### src/rtl/clk_seq_pkg.sv
package clk_seq_pkg;

    localparam int CODE_W = 4;
    localparam int LOW_W  = CODE_W - 1;
    localparam int DIV_W  = 6;
    localparam int PRE_W  = 2;
    localparam int WORD_W = 32;

    typedef enum logic [1:0] {
        ERR_OK    = 2'b00,
        ERR_UNSUP = 2'b01,
        ERR_BUSY  = 2'b10,
        ERR_NOACK = 2'b11
    } err_e;

    typedef struct packed {
        logic             busy;
        logic [10:0]      rsvd;
        logic             post1;
        logic [PRE_W-1:0] pre1;
        logic [DIV_W-1:0] div1;
        logic             post0;
        logic [PRE_W-1:0] pre0;
        logic [DIV_W-1:0] div0;
        logic             sel;
        logic             src;
    } ctl_word_t;

    typedef struct packed {
        logic             ok;
        logic [DIV_W-1:0] div;
        logic [PRE_W-1:0] pre;
        logic             post;
    } rate_ent_t;

    localparam logic SRC_FIXED = 1'b0;
    localparam logic SRC_PLL   = 1'b1;

endpackage

### src/rtl/clk_rate_rom.sv
module clk_rate_rom
    import clk_seq_pkg::*;
#(
    parameter int          ENTRIES    = 8,
    parameter logic [7:0]  ABSENT_MAP = 8'b0110_0000,
    localparam int         IDX_W      = $clog2(ENTRIES)
) (
    input  logic [IDX_W-1:0] idx,
    output rate_ent_t        ent
);

    rate_ent_t table_q [ENTRIES];

    for (genvar g = 0; g < ENTRIES; g++) begin : g_ent
        localparam logic [DIV_W-1:0] DIVV = DIV_W'(2 * g + 1);
        localparam logic [PRE_W-1:0] PREV = PRE_W'(g % 4);
        localparam logic             POSTV = 1'((g >> 2) & 1);
        assign table_q[g] = '{ok: ~ABSENT_MAP[g], div: DIVV, pre: PREV, post: POSTV};
    end

    assign ent = table_q[idx];

endmodule

### src/rtl/clk_busy_poll.sv
module clk_busy_poll #(
    parameter int TRIES     = 5,
    parameter int POLL_WAIT = 1024,
    localparam int TRY_W    = $clog2(TRIES + 1),
    localparam int WAIT_W   = $clog2(POLL_WAIT)
) (
    input  logic clk,
    input  logic rst_n,
    input  logic en,
    input  logic busy,
    output logic clear,
    output logic expired
);

    typedef enum logic [1:0] {P_IDLE, P_CHECK, P_WAIT} pst_e;

    pst_e              pst, pst_d;
    logic [TRY_W-1:0]  tries_q;
    logic [WAIT_W-1:0] wait_q;

    always_ff @(posedge clk or negedge rst_n) begin
        if (!rst_n) begin
            pst <= P_IDLE;
        end else begin
            pst <= pst_d;
        end
    end

    always_comb begin
        pst_d = pst;
        unique case (pst)
            P_IDLE:  if (en) pst_d = P_CHECK;
            P_CHECK: begin
                if (!busy || tries_q == TRY_W'(TRIES)) pst_d = P_IDLE;
                else                                    pst_d = P_WAIT;
            end
            P_WAIT:  if (wait_q == WAIT_W'(POLL_WAIT - 1)) pst_d = P_CHECK;
            default: pst_d = P_IDLE;
        endcase
    end

    always_ff @(posedge clk or negedge rst_n) begin
        if (!rst_n) begin
            tries_q <= '0;
            wait_q  <= '0;
        end else begin
            unique case (pst)
                P_IDLE: begin
                    tries_q <= TRY_W'(1);
                    wait_q  <= '0;
                end
                P_CHECK: wait_q <= '0;
                P_WAIT: begin
                    wait_q <= wait_q + 1'b1;
                    if (wait_q == WAIT_W'(POLL_WAIT - 1)) tries_q <= tries_q + 1'b1;
                end
                default: ;
            endcase
        end
    end

    always_comb begin
        clear   = (pst == P_CHECK) && !busy;
        expired = (pst == P_CHECK) && busy && (tries_q == TRY_W'(TRIES));
    end

endmodule

### src/rtl/clk_rate_sequencer.sv
module clk_rate_sequencer
    import clk_seq_pkg::*;
#(
    parameter int          TRIES       = 5,
    parameter int          POLL_WAIT   = 1024,
    parameter int          PLL_WAIT    = 64,
    parameter logic [3:0]  RESET_CODE  = 4'd7,
    parameter logic [2:0]  THRESH_CODE = 3'd7,
    localparam int         PW_W        = $clog2(PLL_WAIT)
) (
    input  logic        clk,
    input  logic        rst_n,
    input  logic        req_valid,
    input  logic [3:0]  req_rate,
    output logic        req_ready,
    input  logic [31:0] ctl_rdata,
    output logic        ctl_we,
    output logic [31:0] ctl_wdata,
    output logic        pll_req,
    output logic [2:0]  pll_rate,
    input  logic        pll_ack,
    output logic        done,
    output logic [1:0]  err,
    output logic [3:0]  cur_rate
);

    typedef enum logic [2:0] {S_IDLE, S_LOOKUP, S_POLL, S_WRITE, S_PLL, S_DONE} st_e;

    st_e              st, st_d;
    logic [CODE_W-1:0] tgt_q, cur_q;
    logic [LOW_W-1:0]  step_q;
    logic              via_q;
    logic              kind_pll_q;
    err_e              err_q;
    logic [PW_W-1:0]   pll_cnt;

    rate_ent_t ent;
    logic      poll_clear, poll_expired;
    logic      pll_late;
    ctl_word_t rd_w, wr_w;

    clk_rate_rom #(.ENTRIES(1 << LOW_W)) u_rom (
        .idx (step_q),
        .ent (ent)
    );

    clk_busy_poll #(.TRIES(TRIES), .POLL_WAIT(POLL_WAIT)) u_poll (
        .clk     (clk),
        .rst_n   (rst_n),
        .en      (st == S_POLL),
        .busy    (ctl_rdata[WORD_W-1]),
        .clear   (poll_clear),
        .expired (poll_expired)
    );

    assign rd_w     = ctl_word_t'(ctl_rdata);
    assign pll_late = (pll_cnt == PW_W'(PLL_WAIT - 1)) && !pll_ack;

    // state register
    always_ff @(posedge clk or negedge rst_n) begin
        if (!rst_n) st <= S_IDLE;
        else        st <= st_d;
    end

    // next state
    always_comb begin
        st_d = st;
        unique case (st)
            S_IDLE: begin
                if (req_valid) begin
                    if (req_rate[CODE_W-1] && !cur_q[CODE_W-1]) st_d = S_PLL;
                    else                                       st_d = S_LOOKUP;
                end
            end
            S_LOOKUP: st_d = ent.ok ? S_POLL : S_DONE;
            S_POLL: begin
                if (poll_clear)        st_d = S_WRITE;
                else if (poll_expired) st_d = S_DONE;
            end
            S_WRITE: st_d = (!kind_pll_q && via_q) ? S_PLL : S_DONE;
            S_PLL: begin
                if (pll_ack)       st_d = S_POLL;
                else if (pll_late) st_d = S_DONE;
            end
            S_DONE:  st_d = S_IDLE;
            default: st_d = S_IDLE;
        endcase
    end

    // sequence data
    always_ff @(posedge clk or negedge rst_n) begin
        if (!rst_n) begin
            tgt_q      <= '0;
            cur_q      <= RESET_CODE;
            step_q     <= '0;
            via_q      <= 1'b0;
            kind_pll_q <= 1'b0;
            err_q      <= ERR_OK;
            pll_cnt    <= '0;
        end else begin
            if (st == S_PLL) pll_cnt <= pll_cnt + 1'b1;
            else             pll_cnt <= '0;
            unique case (st)
                S_IDLE: begin
                    if (req_valid) begin
                        tgt_q      <= req_rate;
                        err_q      <= ERR_OK;
                        kind_pll_q <= 1'b0;
                        if (req_rate[CODE_W-1]) begin
                            step_q <= THRESH_CODE;
                            via_q  <= cur_q[CODE_W-1];
                        end else begin
                            step_q <= req_rate[LOW_W-1:0];
                            via_q  <= 1'b0;
                        end
                    end
                end
                S_LOOKUP: if (!ent.ok) err_q <= ERR_UNSUP;
                S_POLL:   if (!poll_clear && poll_expired) err_q <= ERR_BUSY;
                S_WRITE: begin
                    if (!kind_pll_q && via_q) begin
                        via_q <= 1'b0;
                    end else begin
                        cur_q <= tgt_q;
                    end
                end
                S_PLL: begin
                    if (pll_ack)       kind_pll_q <= 1'b1;
                    else if (pll_late) err_q <= ERR_NOACK;
                end
                default: ;
            endcase
        end
    end

    // control word to write
    always_comb begin
        wr_w      = rd_w;
        wr_w.busy = 1'b0;
        if (kind_pll_q) begin
            wr_w.src = SRC_PLL;
        end else begin
            wr_w.src = SRC_FIXED;
            wr_w.sel = ~rd_w.sel;
            if (rd_w.sel) begin
                wr_w.div0  = ent.div;
                wr_w.pre0  = ent.pre;
                wr_w.post0 = ent.post;
            end else begin
                wr_w.div1  = ent.div;
                wr_w.pre1  = ent.pre;
                wr_w.post1 = ent.post;
            end
        end
    end

    // outputs
    always_comb begin
        req_ready = (st == S_IDLE);
        ctl_we    = (st == S_WRITE);
        ctl_wdata = wr_w;
        pll_req   = (st == S_PLL);
        pll_rate  = tgt_q[LOW_W-1:0];
        done      = (st == S_DONE);
        err       = err_q;
        cur_rate  = cur_q;
    end

endmodule

### config.mk
export PLATFORM = sky130hd
export DESIGN_NAME = clk_rate_sequencer
export DESIGN_NICKNAME = d
export VERILOG_FILES = /design/src/rtl/clk_seq_pkg.sv /design/src/rtl/clk_rate_rom.sv /design/src/rtl/clk_busy_poll.sv /design/src/rtl/clk_rate_sequencer.sv
export SDC_FILE = /design/constraint.sdc
export NUM_CORES = 1
export LEC_CHECK = 0
export ABC_AREA = 1
export BUFFER_PORTS_ARGS = -buffer_cell sky130_fd_sc_hd__buf_2
export CAP_MARGIN = 30
export CORE_MARGIN = 2
export CORE_UTILIZATION = 30
export DETAILED_ROUTE_END_ITERATION = 8
export SYNTH_ARGS = -nofsm -noshare
export SYNTH_HDL_FRONTEND = slang
export SYNTH_SLANG_ARGS = --single-unit
### constraint.sdc
create_clock -name clk -period 1.7 [get_ports clk]
set_input_delay 0.425 -clock clk [delete_from_list [all_inputs] [get_ports clk]]
set_output_delay 0.425 -clock clk [all_outputs]
set_load 0.05 [all_outputs]
==> metrics, run 1 <==
status=finished with violations; failing checks=setup timing; power per cell area=1680 nW/µm²; syn_nets=357; Syn Area/Cell=approximately 7.2 µm²; Setup CP Type=reg2out; cell area after layout=3050 µm²; top cells by count, synth=97 x nand2_1, 46 x inv_1, 36 x dfrtp_1, 32 x nor2_1, 21 x nand3_1; slowest stage delay, CP=0.45 ns; WL met1=between 2000 and 2500 µm; Post-synth ARST share=1.00; Sink Count=39; drt pass-1 iters=4; TritonCTS clock tree=yes; Synth area leaders=dfrtp_1 40%, nand2_1 16%, inv_1 7.7%; vias per inst=roughly 4.5; worst hold margin=0.0888 ns; Initial Utilization=0.311; largest net degree at the start of global routing=40; area leader, netlist=dfrtp_1; Die Y=roughly 90 µm; fin crit share=1.01; Syn. warnings=0; antenna viol nets, final=0; Iter 0 DRT Violations=79; Die Wd=between 90 and 100 µm; number of flops mapped to enable cells by yosys=0; met3 routed WL=339 µm; WP buf/inv=3; WP data arrival=approximately 1.3 ns; Place WS=0.00744 ns; area share of the largest cell type after synthesis=0.400; Peak VDD IR=between 0.3 and 0.4 mV; worst path cell trace=inv_2 -> nand2_4 -> buf_8 -> nand2_4 -> nand2_2 -> buf_8; Leak=roughly 1.6 nW; register area share after synthesis=0.435; max-slew violations=0; gr usage total=0.138; Cells after Synth=313; max capacitance violation total=0; Worst Skew=0.0113 ns; Vias=around 2100; final core occ=0.421; WP data required=1.27 ns; total gr overflow=0; Primary FF master, synth=dfrtp_1; GP Congestion=0.787; clock-pin slew on the worst setup and hold paths=0.08 ns; die footprint=between 8000 and 9000 µm²; multi-input logic area=1080 µm²; Detailed Route WL=approximately 5500 µm; most common cell in the netlist=nand2_1; Worst-Skew Late Latency=0.29 ns; Max H-tree Level=2; Final Hold Fails=0; metal2 WL=roughly 2700 µm; Layout Nets=417; Top delay family on crit path=flip-flops; initial antenna violation count=0; Worst Slack Setup Final=-0.0235 ns; Slowest cell on crit path=dfrtp_2; CTS buffer count=5; RSZ-0062 raised after global routing=yes; Crit Path Max Fanout=6; top sig layer=met4; Yosys reg bits=39; port bufs=60; CTS root buffer=clkbuf_8; vias in the first global route=2079; Tmin final=1.72 ns; startpoint class of the critical path=register; fmax=between 0.5 and 0.6 GHz; Placed Area=2590 µm²; overall power=0.00514 W; first-pass GRT wire length=9390 µm; row count=31; Yosys cell types=29; io pins=85; Core Area=7250 µm²; Syn-to-layout area delta=35.6%; CTS max path bufs=2; final setup fails=12; DP Wirelength=~3900 µm; average wire per standard cell=11.7 µm; synthesized area=2250 µm²; layout cells sized above 1=0.334; worst min-delay path class=in2async; Reg area=981 µm²; CP Capture Type=output pin; number of fill cells in the layout=728; ANT cells=0; drt drc=0
-- registers in the layout, indices dropped and copies added (netlist names) --
name,count
u_poll.tries_q,3
st,3
pll_cnt,6
u_poll.pst,2
err,2
tgt_q,4
u_poll.wait_q,10
kind_pll_q,1
step_q,3
cur_rate,4
via_q,1
-- what timing repair did --
action,CTS,global route
endpoints found under the setup margin,21,23
gates cloned,0,0
endpoints found under the hold margin,0,0
hold buffers,0,0
buffers inserted,3,3
pin swaps,9,9
gates resized for setup,64,38
-- kinds of logic after synthesis --
| kind of cell | Yosys count | share of synthesized area |
|---|---|---|
| AND/OR/NAND/NOR | 165 | 0.306 |
| buffers and inverters | 67 | 0.142 |
| flip-flops | 39 | 0.435 |
| AO/OA/AOI/OAI | 35 | 0.0861 |
| adder cells (fa/ha/maj) | 4 | 0.0222 |
| XOR/XNOR | 2 | 0.00778 |
| other | 1 | 0.00167 |
-- cells in the final DEF, fill, tap and decap left out, types with 2 or more instances in the layout --
cell,netlist,routed
a21oi_1,10,10
buf_2,0,37
buf_4,18,14
buf_6,0,8
buf_8,0,11
clkbuf_8,0,5
dfrtp_1,36,35
dfstp_2,3,3
ha_1,4,4
inv_1,46,42
inv_2,3,6
nand2_1,97,70
nand2_2,0,18
nand2_4,0,9
nand3_1,21,21
nand4_1,3,3
nor2_1,32,29
nor2_2,1,3
nor2_4,1,2
nor3_1,5,5
o211ai_1,2,2
o21ai_0,15,15
o21ai_1,2,2
o21bai_1,2,2
or2_4,0,2
-- area by class of cell --
| cell class | count | share of cell area |
|---|---|---|
| clock buffers | 5 | 0.0225 |
| clock inverters | 3 | 0.0143 |
| inverters | 49 | 0.0611 |
| multi-input cells | 207 | 0.355 |
| flip-flops and latches | 39 | 0.321 |
| well taps | 99 | 0.0406 |
| repair buffers | 71 | 0.185 |
-- stage by stage --
stage	setup TNS [ns]	instances
global route	-0.934	473
CTS	-0.597	470
finish	-0.156	473
floorplan	-0.155	313
global placement	0	459
detailed placement	0	459
-- final timing paths --
path                       cells after the start                    from  slack [ns]                 endpoint
max in group asynchronous                      2                   rst_n        1.35  cur_rate[2]$_DFFE_PN1P_
setup reg to reg                               9       st[2]$_DFFE_PN0P_        0.20        st[2]$_DFFE_PN0P_
min in group clk                               3             req_rate[1]        0.36     tgt_q[1]$_DFFE_PN0P_
hold / removal                                 2                   rst_n        0.09        via_q$_DFFE_PN0P_
setup / recovery                               6  kind_pll_q$_DFFE_PN0P_       -0.02             ctl_wdata[3]
hold reg to reg                                1    pll_cnt[5]$_DFF_PN0_        0.47     pll_cnt[5]$_DFF_PN0_
-- where the power goes --
group	switching (W)	internal [W]	total, W
registers	0.000202	0.00118	0.00138
logic	0.00199	0.000987	0.00298
clock network	0.000338	0.000437	0.000775
-- routing by layer --
layer / GRT usage / vias to the layer above
met5: 0 / -
met4: 0.0385 / 0
met3: 0.0359 / 5
met2: 0.241 / 69
met1: 0.168 / 991
li1: - / 1076
Note: power is estimated with default switching activity, not from simulation.
==> run 2: changes to the inputs <==
--- a/config.mk
+++ b/config.mk
@@ -6,11 +6,12 @@
 export NUM_CORES = 1
 export LEC_CHECK = 0
 export ABC_AREA = 1
-export BUFFER_PORTS_ARGS = -buffer_cell sky130_fd_sc_hd__buf_2
 export CAP_MARGIN = 30
 export CORE_MARGIN = 2
 export CORE_UTILIZATION = 30
 export DETAILED_ROUTE_END_ITERATION = 8
+export DONT_BUFFER_PORTS = 1
+export PLACE_DENSITY = 0.47
 export SYNTH_ARGS = -nofsm -noshare
 export SYNTH_HDL_FRONTEND = slang
 export SYNTH_SLANG_ARGS = --single-unit
==> metrics, run 2 (synthesis results as in run 1) <==
commonest non-fill, non-tap cell in the layout=nand2_1; hold path depth=2; r2r endpoint=err[0]$_DFFE_PN0P_; worst-case reg-to-reg path depth=9 (unchanged); total gr overflow=0 (unchanged); most frequent cells in the layout=70 x nand2_1, 42 x inv_1, 35 x dfrtp_1; average wire per standard cell=12.2 µm (+4.1%); Fin Setup TNS=-0.193 ns (-0.0373 ns); Die Y=90.6 µm (unchanged); Worst-Skew Late Latency=0.30 ns (about the same); hold_sp=ctl_rdata[31]; Sink Count=39 (unchanged); max capacitance violation total=0 (unchanged); failing checks=setup timing; Worst Skew=0.00596 ns (-0.00536 ns); final setup fails=12 (unchanged); DP Wirelength=3950 µm (+2.5%); final core occ=0.404 (-0.0169); Vias=1968 (-8.1%); worst min-delay path class=in2reg; GP Congestion=0.791 (+0.55%); Setup CP Type=reg2out; CTS root buffer=clkbuf_8; WHS Endpoint=u_poll.pst[1]$_DFFE_PN0P_; status=finished with violations; antenna viol nets, final=0 (unchanged); Detailed Route WL=5330 µm (-4.0%); Core Area=7250 µm² (unchanged); RSZ-0062 raised after global routing=yes; drt pass-1 iters=5 (+1); row count=31 (unchanged); Reg with most FFs=u_poll.wait_q; Iter 0 DRT Violations=57 (-28%); largest net degree at the start of global routing=40 (unchanged); CTS buffer count=5 (unchanged); Peak VDD IR=0.363 mV (-8.8%); port bufs=0 (-100%); die footprint=8220 µm² (unchanged); io pins=85 (unchanged); Layout Nets=380 (-8.9%); vias per inst=4.51 (-0.28%); Initial Utilization=0.311 (unchanged); Crit Path Max Fanout=6 (unchanged); Place WS=0.154 ns (+0.146 ns); fmax=0.581 GHz (about the same); Top Registers=u_poll.wait_q (10), pll_cnt (6); vias in the first global route=1999 (-3.8%); first-pass GRT wire length=9030 µm (-3.8%); CP Capture Type=output pin; startpoint class of the critical path=register; Tmin final=1.72 ns (-0.00163 ns); max-slew violations=0 (unchanged); CTS max path bufs=2 (unchanged); Worst Slack Setup Final=-0.0219 ns (+0.00163 ns); number of flip-flops under the largest register name=10 (unchanged); worst reg2reg startpoint=st[2]$_DFFE_PN0P_; TritonCTS clock tree=yes; Final Hold Fails=0 (unchanged); number of fill cells in the layout=751 (+3.2%); fin crit share=1.01 (about the same); drt drc=0 (unchanged); ANT cells=0 (unchanged); Leak=1.47 nW (-8.8%); power per cell area=1780 nW/µm² (+5.8%); WP data arrival=1.30 ns (about the same); initial antenna violation count=0 (unchanged); Syn-to-layout area delta=30.1%; Die Wd=90.6 µm (unchanged); WP data required=1.27 ns (about the same); register-to-register setup slack=0.19 ns (about the same); Max H-tree Level=2 (unchanged); gr usage total=0.135 (-0.00316); clock-pin slew on the worst setup and hold paths=0.08 ns (about the same); layout cells sized above 1=0.261 (-0.0731)
==> run 2: changes by cell type in the layout (fill, tap and decap cells not counted), sizes merged <==
cell	before	now
buf	71	33
clkbuf	5	6
clkinv	2	1
dlygate4sd3	0	1
==> run 2: how the worst max path moves through the flow <==
| stage | from | to |
|---|---|---|
| 2_1_floorplan | kind_pll_q$_DFFE_PN0P_ | ctl_wdata[6] |
| 3_3_place_gp | kind_pll_q$_DFFE_PN0P_ | ctl_wdata[5] |
| 3_5_place_dp | kind_pll_q$_DFFE_PN0P_ | ctl_wdata[10] |
| 4_1_cts | kind_pll_q$_DFFE_PN0P_ | ctl_wdata[13] |
| 5_1_grt | kind_pll_q$_DFFE_PN0P_ | ctl_wdata[10] |
| 6_report | kind_pll_q$_DFFE_PN0P_ | ctl_wdata[8] |
==> run 2: metal layers <==
metal,global-route usage,vias up,part of all wire
met5,0,-,0
met4,0.0538,0,0.020
met3,0.0451,12,0.075
met2,0.233,60,0.47
met1,0.153,887,0.43
li1,-,1009,-
==> run 2: cell type report <==
class / count / area (µm²) / share of cell area
inverter: 49 / 186 / 0.0636
clock buffer: 6 / 82.6 / 0.0282
tap: 99 / 124 / 0.0423
multi-input combinational: 207 / 1050 / 0.357
timing repair buffer: 34 / 475 / 0.162
clock inverter: 2 / 35.0 / 0.0120
sequential: 39 / 981 / 0.335
==> run 2: metrics by stage <==
stage | hold WS, ns | instance area (µm²) | instances | power [W]
after CTS | 0.261 | 2880 | 434 | 0.00517
after detailed placement | 0.132 | 2620 | 421 | 0.00413
final | 0.267 | 2930 | 436 | 0.00522
after global placement | 0.132 | 2620 | 421 | 0.00411
after global routing | 0.278 | 2930 | 436 | 0.00553
after floorplan | 0.129 | 2250 | 313 | 0.00333
==> run 2: worst max-delay path, stage by stage, from the launching register on <==
cell and delay, ns:
dfrtp_2 0.45, inv_2 0.09, nand2_4 0.06, buf_6 0.13, nand2_2 0.06, nand2_2 0.06, buf_12 0.14
==> run 2: where the power goes <==
| group | internal, W | switching, W |
|---|---|---|
| clock | 0.000475 | 0.000356 |
| combinational | 0.00106 | 0.00163 |
| sequential | 0.00118 | 0.000520 |
==> run 2: timing repair <==
action                                 4_1_cts  5_1_grt
gates resized for setup                     33       15
endpoints found under the hold margin       39        0
buffers inserted                             3        2
hold buffers                                 2        0
setup endpoints to repair                   20       20
pin swaps                                    6        7
